$ cat src/rtl/gpio_port_pkg.sv
package gpio_port_pkg;
  localparam int unsigned PINS = 8;
  localparam int unsigned DW   = 8;
  localparam int unsigned AW   = 3;
  localparam int unsigned MW   = 2 * PINS;

  typedef enum logic [1:0] {
    PM_IN    = 2'b00,
    PM_IN_PU = 2'b01,
    PM_PUSH  = 2'b10,
    PM_OD    = 2'b11
  } pin_mode_e;

  typedef enum logic [1:0] {
    EDGE_OFF  = 2'b00,
    EDGE_FALL = 2'b01,
    EDGE_RISE = 2'b10,
    EDGE_BOTH = 2'b11
  } edge_sel_e;

  localparam logic [AW-1:0] A_DATA     = 3'd0;
  localparam logic [AW-1:0] A_MODE_LO  = 3'd1;
  localparam logic [AW-1:0] A_MODE_MID = 3'd2;
  localparam logic [AW-1:0] A_MODE_HI  = 3'd3;
  localparam logic [AW-1:0] A_PULL     = 3'd4;
  localparam logic [AW-1:0] A_IRQ_CFG  = 3'd5;
  localparam logic [AW-1:0] A_IRQ_PEND = 3'd6;
endpackage

$ cat src/rtl/gpio_in_sync.sv
module gpio_in_sync #(
  parameter int unsigned W      = 8,
  parameter int unsigned STAGES = 2
) (
  input  logic         clk_i,
  input  logic         rst_ni,
  input  logic [W-1:0] d_i,
  output logic [W-1:0] q_o
);
  logic [W-1:0] stage_q [STAGES];

  for (genvar s = 0; s < STAGES; s++) begin : g_stage
    always_ff @(posedge clk_i or negedge rst_ni) begin
      if (!rst_ni) stage_q[s] <= '0;
      else if (s == 0) stage_q[s] <= d_i;
      else stage_q[s] <= stage_q[(s == 0) ? 0 : s-1];
    end
  end

  assign q_o = stage_q[STAGES-1];
endmodule

$ cat src/rtl/gpio_regs.sv
module gpio_regs
  import gpio_port_pkg::*;
(
  input  logic          clk_i,
  input  logic          rst_ni,
  input  logic          wr_i,
  input  logic [AW-1:0] addr_i,
  input  logic [DW-1:0] wdata_i,
  input  logic [PINS-1:0] pins_sync_i,
  input  logic          pend_i,
  output logic [DW-1:0] rdata_o,
  output logic [PINS-1:0] latch_o,
  output logic [MW-1:0] modes_o,
  output logic [PINS-1:0] pull_o,
  output logic          irq_en_o,
  output edge_sel_e     edge_sel_o,
  output logic          pend_clr_o
);
  logic [3:0] mode_lo_q, mode_hi_q;
  logic [7:0] mode_mid_q;

  always_ff @(posedge clk_i or negedge rst_ni) begin
    if (!rst_ni) begin
      latch_o    <= '0;
      mode_lo_q  <= '0;
      mode_mid_q <= '0;
      mode_hi_q  <= '0;
      pull_o     <= '0;
      irq_en_o   <= 1'b0;
      edge_sel_o <= EDGE_OFF;
    end else if (wr_i) begin
      unique case (addr_i)
        A_DATA:     latch_o    <= wdata_i[PINS-1:0];
        A_MODE_LO:  mode_lo_q  <= wdata_i[3:0];
        A_MODE_MID: mode_mid_q <= wdata_i;
        A_MODE_HI:  mode_hi_q  <= wdata_i[3:0];
        A_PULL:     pull_o     <= wdata_i[PINS-1:0];
        A_IRQ_CFG: begin
          irq_en_o   <= wdata_i[0];
          edge_sel_o <= edge_sel_e'(wdata_i[3:2]);
        end
        default: ;
      endcase
    end
  end

  // Only a zero written to the pending bit clears it
  assign pend_clr_o = wr_i && (addr_i == A_IRQ_PEND) && !wdata_i[0];
  assign modes_o    = {mode_hi_q, mode_mid_q, mode_lo_q};

  always_comb begin
    rdata_o = '0;
    unique case (addr_i)
      A_DATA:     rdata_o = pins_sync_i;
      A_MODE_LO:  rdata_o = {4'b0, mode_lo_q};
      A_MODE_MID: rdata_o = mode_mid_q;
      A_MODE_HI:  rdata_o = {4'b0, mode_hi_q};
      A_PULL:     rdata_o = pull_o;
      A_IRQ_CFG:  rdata_o = {4'b0, edge_sel_o, 1'b0, irq_en_o};
      A_IRQ_PEND: rdata_o = {7'b0, pend_i};
      default:    rdata_o = '0;
    endcase
  end

  p_mode_hold_r2: assert property (@(posedge clk_i) disable iff (!rst_ni)
    !(wr_i && addr_i == A_MODE_MID) |=> $stable(mode_mid_q));
  p_lo_hold_r2: assert property (@(posedge clk_i) disable iff (!rst_ni)
    !(wr_i && addr_i == A_MODE_LO) |=> $stable(mode_lo_q));
endmodule

$ cat src/rtl/gpio_pad_ctrl.sv
module gpio_pad_ctrl
  import gpio_port_pkg::*;
(
  input  logic [MW-1:0]   modes_i,
  input  logic [PINS-1:0] latch_i,
  input  logic [PINS-1:0] pull_i,
  output logic [PINS-1:0] oe_o,
  output logic [PINS-1:0] out_o,
  output logic [PINS-1:0] pu_o
);
  for (genvar i = 0; i < PINS; i++) begin : g_pin
    pin_mode_e mode;
    assign mode = pin_mode_e'(modes_i[2*i +: 2]);
    always_comb begin
      oe_o[i]  = 1'b0;
      out_o[i] = 1'b0;
      pu_o[i]  = pull_i[i];
      unique case (mode)
        PM_IN:    ;
        PM_IN_PU: pu_o[i] = 1'b1;
        PM_PUSH: begin
          oe_o[i]  = 1'b1;
          out_o[i] = latch_i[i];
          pu_o[i]  = 1'b0;
        end
        PM_OD:    oe_o[i] = !latch_i[i];  // pull low only, release on 1
        default: ;
      endcase
    end
  end
endmodule

$ cat src/rtl/gpio_edge_irq.sv
module gpio_edge_irq
  import gpio_port_pkg::*;
(
  input  logic      clk_i,
  input  logic      rst_ni,
  input  logic      pin_i,
  input  logic      irq_en_i,
  input  edge_sel_e edge_sel_i,
  input  logic      clr_i,
  output logic      pend_o,
  output logic      irq_no
);
  logic prev_q, hit;

  always_comb begin
    unique case (edge_sel_i)
      EDGE_FALL: hit = prev_q & ~pin_i;
      EDGE_RISE: hit = ~prev_q & pin_i;
      EDGE_BOTH: hit = prev_q ^ pin_i;
      default:   hit = 1'b0;
    endcase
    hit = hit & irq_en_i;
  end

  always_ff @(posedge clk_i or negedge rst_ni) begin
    if (!rst_ni) begin
      prev_q <= 1'b0;
      pend_o <= 1'b0;
    end else begin
      prev_q <= pin_i;
      if (hit) pend_o <= 1'b1;       // set beats clear
      else if (clr_i) pend_o <= 1'b0;
    end
  end

  assign irq_no = ~(pend_o & irq_en_i);

  p_no_set_when_off_r8: assert property (@(posedge clk_i) disable iff (!rst_ni)
    (!irq_en_i || edge_sel_i == EDGE_OFF) |=> !$rose(pend_o));
  p_one_no_effect_r9: assert property (@(posedge clk_i) disable iff (!rst_ni)
    (pend_o && !clr_i) |=> pend_o);
  p_irq_needs_pend_r10: assert property (@(posedge clk_i) disable iff (!rst_ni)
    !irq_no |-> (pend_o && irq_en_i));
endmodule

$ cat src/rtl/gpio_edge_port.sv
module gpio_edge_port
  import gpio_port_pkg::*;
#(
  parameter int unsigned SYNC_STAGES = 2,
  parameter int unsigned IRQ_PIN     = 7
) (
  input  logic          clk_i,
  input  logic          rst_ni,
  input  logic          wr_i,
  input  logic [AW-1:0] addr_i,
  input  logic [DW-1:0] wdata_i,
  output logic [DW-1:0] rdata_o,
  input  logic [PINS-1:0] pin_i,
  output logic [PINS-1:0] oe_o,
  output logic [PINS-1:0] out_o,
  output logic [PINS-1:0] pu_o,
  output logic          irq_no
);
  logic [PINS-1:0] pins_sync, latch, pull;
  logic [MW-1:0]   modes;
  logic            irq_en, pend, pend_clr;
  edge_sel_e       edge_sel;

  gpio_in_sync #(.W(PINS), .STAGES(SYNC_STAGES)) u_sync (
    .clk_i, .rst_ni, .d_i(pin_i), .q_o(pins_sync)
  );

  gpio_regs u_regs (
    .clk_i, .rst_ni, .wr_i, .addr_i, .wdata_i,
    .pins_sync_i(pins_sync), .pend_i(pend), .rdata_o,
    .latch_o(latch), .modes_o(modes), .pull_o(pull),
    .irq_en_o(irq_en), .edge_sel_o(edge_sel), .pend_clr_o(pend_clr)
  );

  gpio_pad_ctrl u_pad (
    .modes_i(modes), .latch_i(latch), .pull_i(pull),
    .oe_o, .out_o, .pu_o
  );

  gpio_edge_irq u_irq (
    .clk_i, .rst_ni, .pin_i(pins_sync[IRQ_PIN]), .irq_en_i(irq_en),
    .edge_sel_i(edge_sel), .clr_i(pend_clr), .pend_o(pend), .irq_no
  );

  for (genvar i = 0; i < PINS; i++) begin : g_chk
    p_od_no_high_r4: assert property (@(posedge clk_i) disable iff (!rst_ni)
      (oe_o[i] && out_o[i]) |-> (modes[2*i +: 2] == PM_PUSH));
    p_push_no_pull_r5: assert property (@(posedge clk_i) disable iff (!rst_ni)
      (modes[2*i +: 2] == PM_PUSH) |-> !pu_o[i]);
  end
endmodule

$ cat config.mk
export PLATFORM = sky130hd
export DESIGN_NAME = gpio_edge_port
export DESIGN_NICKNAME = d
export VERILOG_FILES = /design/src/rtl/gpio_port_pkg.sv /design/src/rtl/gpio_in_sync.sv /design/src/rtl/gpio_regs.sv /design/src/rtl/gpio_pad_ctrl.sv /design/src/rtl/gpio_edge_irq.sv /design/src/rtl/gpio_edge_port.sv
export SDC_FILE = /design/constraint.sdc
export NUM_CORES = 1
export LEC_CHECK = 0
export BUFFER_PORTS_ARGS = -buffer_cell sky130_fd_sc_hd__buf_2
export CELL_PAD_IN_SITES_DETAIL_PLACEMENT = 0
export CELL_PAD_IN_SITES_GLOBAL_PLACEMENT = 1
export CORE_MARGIN = 10
export CORE_UTILIZATION = 30
export DETAILED_ROUTE_END_ITERATION = 8
export MAX_ROUTING_LAYER = met4
export PLACE_DENSITY = 0.65
export SYNTH_ARGS = -nofsm -noshare
export SYNTH_HDL_FRONTEND = slang
export SYNTH_HIERARCHICAL = 1
export SYNTH_SLANG_ARGS = --single-unit
export TNS_END_PERCENT = 30
$ cat constraint.sdc
create_clock -name clk_i -period 2 [get_ports clk_i]
set_clock_uncertainty 0.15 [all_clocks]
set_input_delay 0.4 -clock clk_i [delete_from_list [all_inputs] [get_ports clk_i]]
set_output_delay 0.4 -clock clk_i [all_outputs]
set_load 0.03 [all_outputs]
== Yosys cells after proc, flatten, opt, wreduce, memory -nomap -nowiden ==
Cells that the tools add are included.
Word-level totals
  flip-flop bits (word level): 53
  bits of input ports: 22
  output and inout bits: 33
  logic and storage cells: 99
Operators by class
  eq/ne operators: 33
  mux-type cells: 28
  bitwise logic cells: 8
  reduce and logical (&&, ||, !) cells: 19
Operators by type and width (number)
  one-hot mux 8 bit (7 select lines): 1
  == test 2 bit, second input constant: 18
  one-hot mux 1 bit (2 select lines): 16
  == test 2 x 1 -> 1 bit, second input constant: 9
  AND reduction 2 bit: 6
  two-way mux 1 bit: 10
  == test 3 bit, second input constant: 3
  logical NOT 1 bit: 9
  == test 3 x 2 -> 1 bit, second input constant: 2
  bitwise AND 1 bit: 4
  == test 3 x 1 -> 1 bit, second input constant: 1
  logical NOT 3 bit: 1
  inverter 1 bit: 3
  one-hot mux 1 bit (3 select lines): 1
  logical AND 1 bit: 2
  nonzero test 2 bit: 1
  XOR 1 bit: 1

== Longest topological paths before layout ==
  word-level depth: 5
  depth in mapped cells: 6
  mapped depth without buffers: 5

== Hierarchy ==
Netlist, hierarchy kept.
Modules (own cells, without submodules)
  gpio_regs: instances 1, cells each 127, area each 1724.2 um2, seq. area each 875.8 um2
  gpio_pad_ctrl: instances 1, cells each 72, area each 620.6 um2, seq. area each 0.0 um2
  gpio_in_sync: instances 1, cells each 24, area each 460.4 um2, seq. area each 400.4 um2
  gpio_edge_irq: instances 1, cells each 13, area each 131.4 um2, seq. area each 50.0 um2

== Worst setup path after synthesis ==
Ideal clock, no wire load.
  path type: input -> output
  start: input port addr_i[1]
  end: output port rdata_o[2]
  arrival: 1.587 ns
  data required time: 1.450 ns
  slack: -0.137 ns
  stages: 4
  buffers on the path: 2
  cell sequence: buf_6 > or2_0 > buf_4 > o21ai_0
Between the ends
  longest elaborated chain between the ends: 2
  elaborated cells between the ends (all ways): 8
  classes of those cells: eq/ne (6); mux (1); reduce/logical (1)
Ends and longest elaborated chain
  start, declared: RTL line gpio_edge_port.sv:10  | input logic [AW-1:0] addr_i,
  == test 3 bit, or another cell as far along: RTL line gpio_regs.sv:53  | unique case (addr_i)
  one-hot mux 8 bit (7 select lines) *: RTL line gpio_regs.sv:53
  end, declared: RTL line gpio_edge_port.sv:12  | output logic [DW-1:0] rdata_o,
Mark *: on every way between the ends. The rest lies on a longest branch, timed or not.

== Worst setup path in the final report ==
  start: register u_regs.mode_mid_q[4]
  end: output port pu_o[4]
Between the ends
  longest elaborated chain between the ends: 2
  elaborated cells between the ends (all ways): 3
  classes of those cells: eq/ne (2); mux (1)
Ends and longest elaborated chain
  start, declared: RTL line gpio_regs.sv:20  | logic [7:0] mode_mid_q;
  start signal, assigned: RTL line gpio_regs.sv:35  | A_MODE_MID: mode_mid_q <= wdata_i;
  == test 2 bit / == test 2 x 1 -> 1 bit (equally long branches): RTL line gpio_pad_ctrl.sv:18  | unique case (mode)
  one-hot mux 1 bit (2 select lines) *: RTL line gpio_pad_ctrl.sv:18
  end, declared: RTL line gpio_edge_port.sv:16  | output logic [PINS-1:0] pu_o,
Marks and branches as above.

==> flow_summary.toml <==
[run_status]
outcome = "finished, violations left"
failed_checks = "negative setup slack"

[route]
vias = 1910
postRouteAntennaNets = 0
viasPerCell = 4.30
drc_errors = 0
drt_first_pass_iters = 4
drt_iter0_markers = 87
wire_per_inst_um = 15.1
routed_wl_um = 6700

[yosys]
synth_cell_types = 32
ys_seq_area_frac = 0.452
synth_cells = 236
ys_warn_count = 6
synth_seq_cells = 53
syn_area_sq_um = 2940
syn_nets = 284
syn-mean-instance-area_sq_um = 12.4

[clock_tree]
cts_made_buffers = 5
cts_sinks = 53
worstSkewPairLatency_ns = 0.29
htree_levels = 2
clkTransAtPathRegs_ns = 0.09
cts_tree = "built"
cts_buffer_depth = 2
ctsRootBufferMaster = "clkbuf_8"

[sta]
finalCritPeriodShare = 1.02
max_freq_mhz = 491
finalSetupTns_ns = -0.138
hold_viol_final = 0
max-slew-margin-rel = 0.776
worst_pin_slew_ns = 0.335
rsz0062_at_grt = "true"
slew_violations = 0
setup_viol = 6
min_period_ns = 2.04
fin_ws_ns = -0.0376

[setup_path]
cp-end-kind = "output port"
cp-startpoint = "u_regs/mode_mid_q[4]$_DFFE_PN0P_"
rr_startpoint = "u_sync/q_o[7]$_DFF_PN0_"
required_ns = 1.45
start_kind = "register"
r2r_cells = 5
regToRegEndpoint = "u_irq/pend_o$_DFFE_PN0P_"
cp_max_fo = 4
cp.arrival_ns = 1.49
path_class = "reg -> out"
crit_path_end = "pu_o[4]"
r2r_slack_ns = 0.71

[grt]
overflow = 0
grt_antenna_before_repair = 0
grt_max_degree = 54
grtUsageTotal = 0.0958
grt_pass1_vias = 2096
grt_first_pass_wirelength_um = 10800

[power_and_ir_drop]
p_per_area_nw_per_um2 = 968
power_mw = 3.73
p_leak_nw = 1.90
vdd_ir_drop_max_v = 0.000394

[final_layout]
design_area_sq_um = 3850
final_cells = 444
post-route-util = 0.400
antenna_cells = 0
nets = 359
drive_gt1_frac = 0.576
area_delta_synth_final_pct = 31.1

[floorplanning]
die_area_sq_um = 14100
die_x_um = 119
rows = 36
io_pins = 55
coreArea_sq_um = 9640
die_y_um = 119
start_util = 0.305

[placement]
gp_congestion = 0.752
placed_area_sq_um = 3370
placed_cells = 421
place_hpwl_um = 4900
port_buffers = 54

[job]
drv_cap = 0

[worst_hold_path]
hold_path.class = "in -> reg"
==> through the flow <==
step	hold slack, ns	setup slack [ns]
floorplan	-0.0456	-0.137
global placement	0.182	-0.0181
detailed placement	0.186	-0.0195
CTS	0.0371	-0.0882
global route	0.0303	-0.0930
finish	0.0544	-0.0376
==> cell families (layout without fill, tap and decap cells) <==
family | count (synthesis) | in the layout | synth area share
buffers and inverters | 42 | 117 | 0.0712
DFF | 53 | 53 | 0.452
adders and majority gates | 26 | 26 | 0.111
AOI/OAI and AO/OA | 22 | 22 | 0.0533
muxes | 58 | 58 | 0.232
and+or+nand+nor | 35 | 35 | 0.0810
==> synth_stat cells (all sizes together) <==
master / n / area, sq um
ha: 26 / 325
nor2b: 1 / 6.26
and2: 8 / 50.1
nor2: 4 / 48.8
a21oi: 5 / 25.0
a31o: 1 / 8.76
o22a: 2 / 17.5
a21o: 8 / 60.1
mux2i: 13 / 130
mux2: 45 / 552
inv: 29 / 109
nand4b: 1 / 8.76
or2: 6 / 37.5
o22ai: 2 / 12.5
dfrtp: 53 / 1330
nor3: 2 / 10.0
and2b: 1 / 7.51
o221ai: 1 / 15.0
nand2: 8 / 30.0
buf: 13 / 100
o21ai: 2 / 10.0
a211oi: 1 / 7.51
nand2b: 3 / 33.8
nand3: 1 / 5.00
==> flip-flops by register name, summed over array words and instances, names as in the netlist <==
register and count:
u_regs/latch_o 8, u_irq/pend_o 1, u_regs/pull_o 8, u_regs/mode_lo_q 4, u_regs/edge_sel_o 2, u_irq/prev_q 1, u_sync/stage_q 8, u_regs/mode_mid_q 8
u_regs/irq_en_o 1, u_sync/q_o 8, u_regs/mode_hi_q 4
==> critical path, stage by stage, from the launching register on <==
cell,delay [ns]
dfrtp_1,0.43
inv_2,0.07
ha_4,0.26
mux2_4,0.29
buf_6,0.14
==> layout make-up <==
class	instances	area [sq um]
inverter	29	109
sequential	53	1340
fill	973	5790
multi-input combinational	141	1550
clock buffer	7	86.3
timing repair buffer	81	601
tap	133	166
==> routing by layer <==
metal  wire, um  GRT usage  share of wire
met4         28     0.0229         0.0042
met3        204     0.0194          0.030
met5          0          -              0
met2       3190      0.154           0.48
met1       3270      0.121           0.49
==> power by group <==
part | leakage (nW) | total (mW) | internal (mW) | switching (mW)
clock network | 0.0443 | 0.593 | 0.275 | 0.318
logic | 1.24 | 1.67 | 0.851 | 0.821
registers | 0.616 | 1.46 | 1.26 | 0.199
==> worst min-delay path by stage <==
stage,to,cells after the start,startpoint
after floorplan,u_irq/pend_o$_DFFE_PN0P_,0,rst_ni
after global placement,u_sync/q_o[7]$_DFF_PN0_,0,u_sync/stage_q[15]$_DFF_PN0_
after detailed placement,u_sync/q_o[3]$_DFF_PN0_,0,u_sync/stage_q[11]$_DFF_PN0_
after CTS,u_sync/stage_q[9]$_DFF_PN0_,1,pin_i[1]
after global routing,u_sync/stage_q[12]$_DFF_PN0_,1,pin_i[4]
final,u_sync/stage_q[9]$_DFF_PN0_,1,pin_i[1]
==> placed cells by master, fill, tap and decap left out, types with 2 or more instances in the layout <==
master    instances
ha_4              8
mux2_2           32
clkbuf_8          6
buf_4            24
ha_2              3
mux2_4           13
dfrtp_1          41
mux2i_1          12
nand2_1           8
inv_1            24
inv_2             5
dfrtp_2          12
ha_1             15
a21oi_2           4
and2_1            8
buf_2            36
a21o_1            8
o21ai_1           2
nor2_4            2
or2_2             4
buf_6            18
o22a_1            2
nand2b_4          2
==> timing repair <==
item / in CTS / in global routing
pin swaps: 5 / 9
setup endpoints to repair: 15 / 20
hold buffers: 1 / 0
resized for setup: 37 / 39
endpoints found under the hold margin: 53 / 0
setup buffers: 13 / 2
Note: power is estimated with default switching activity, not from simulation.
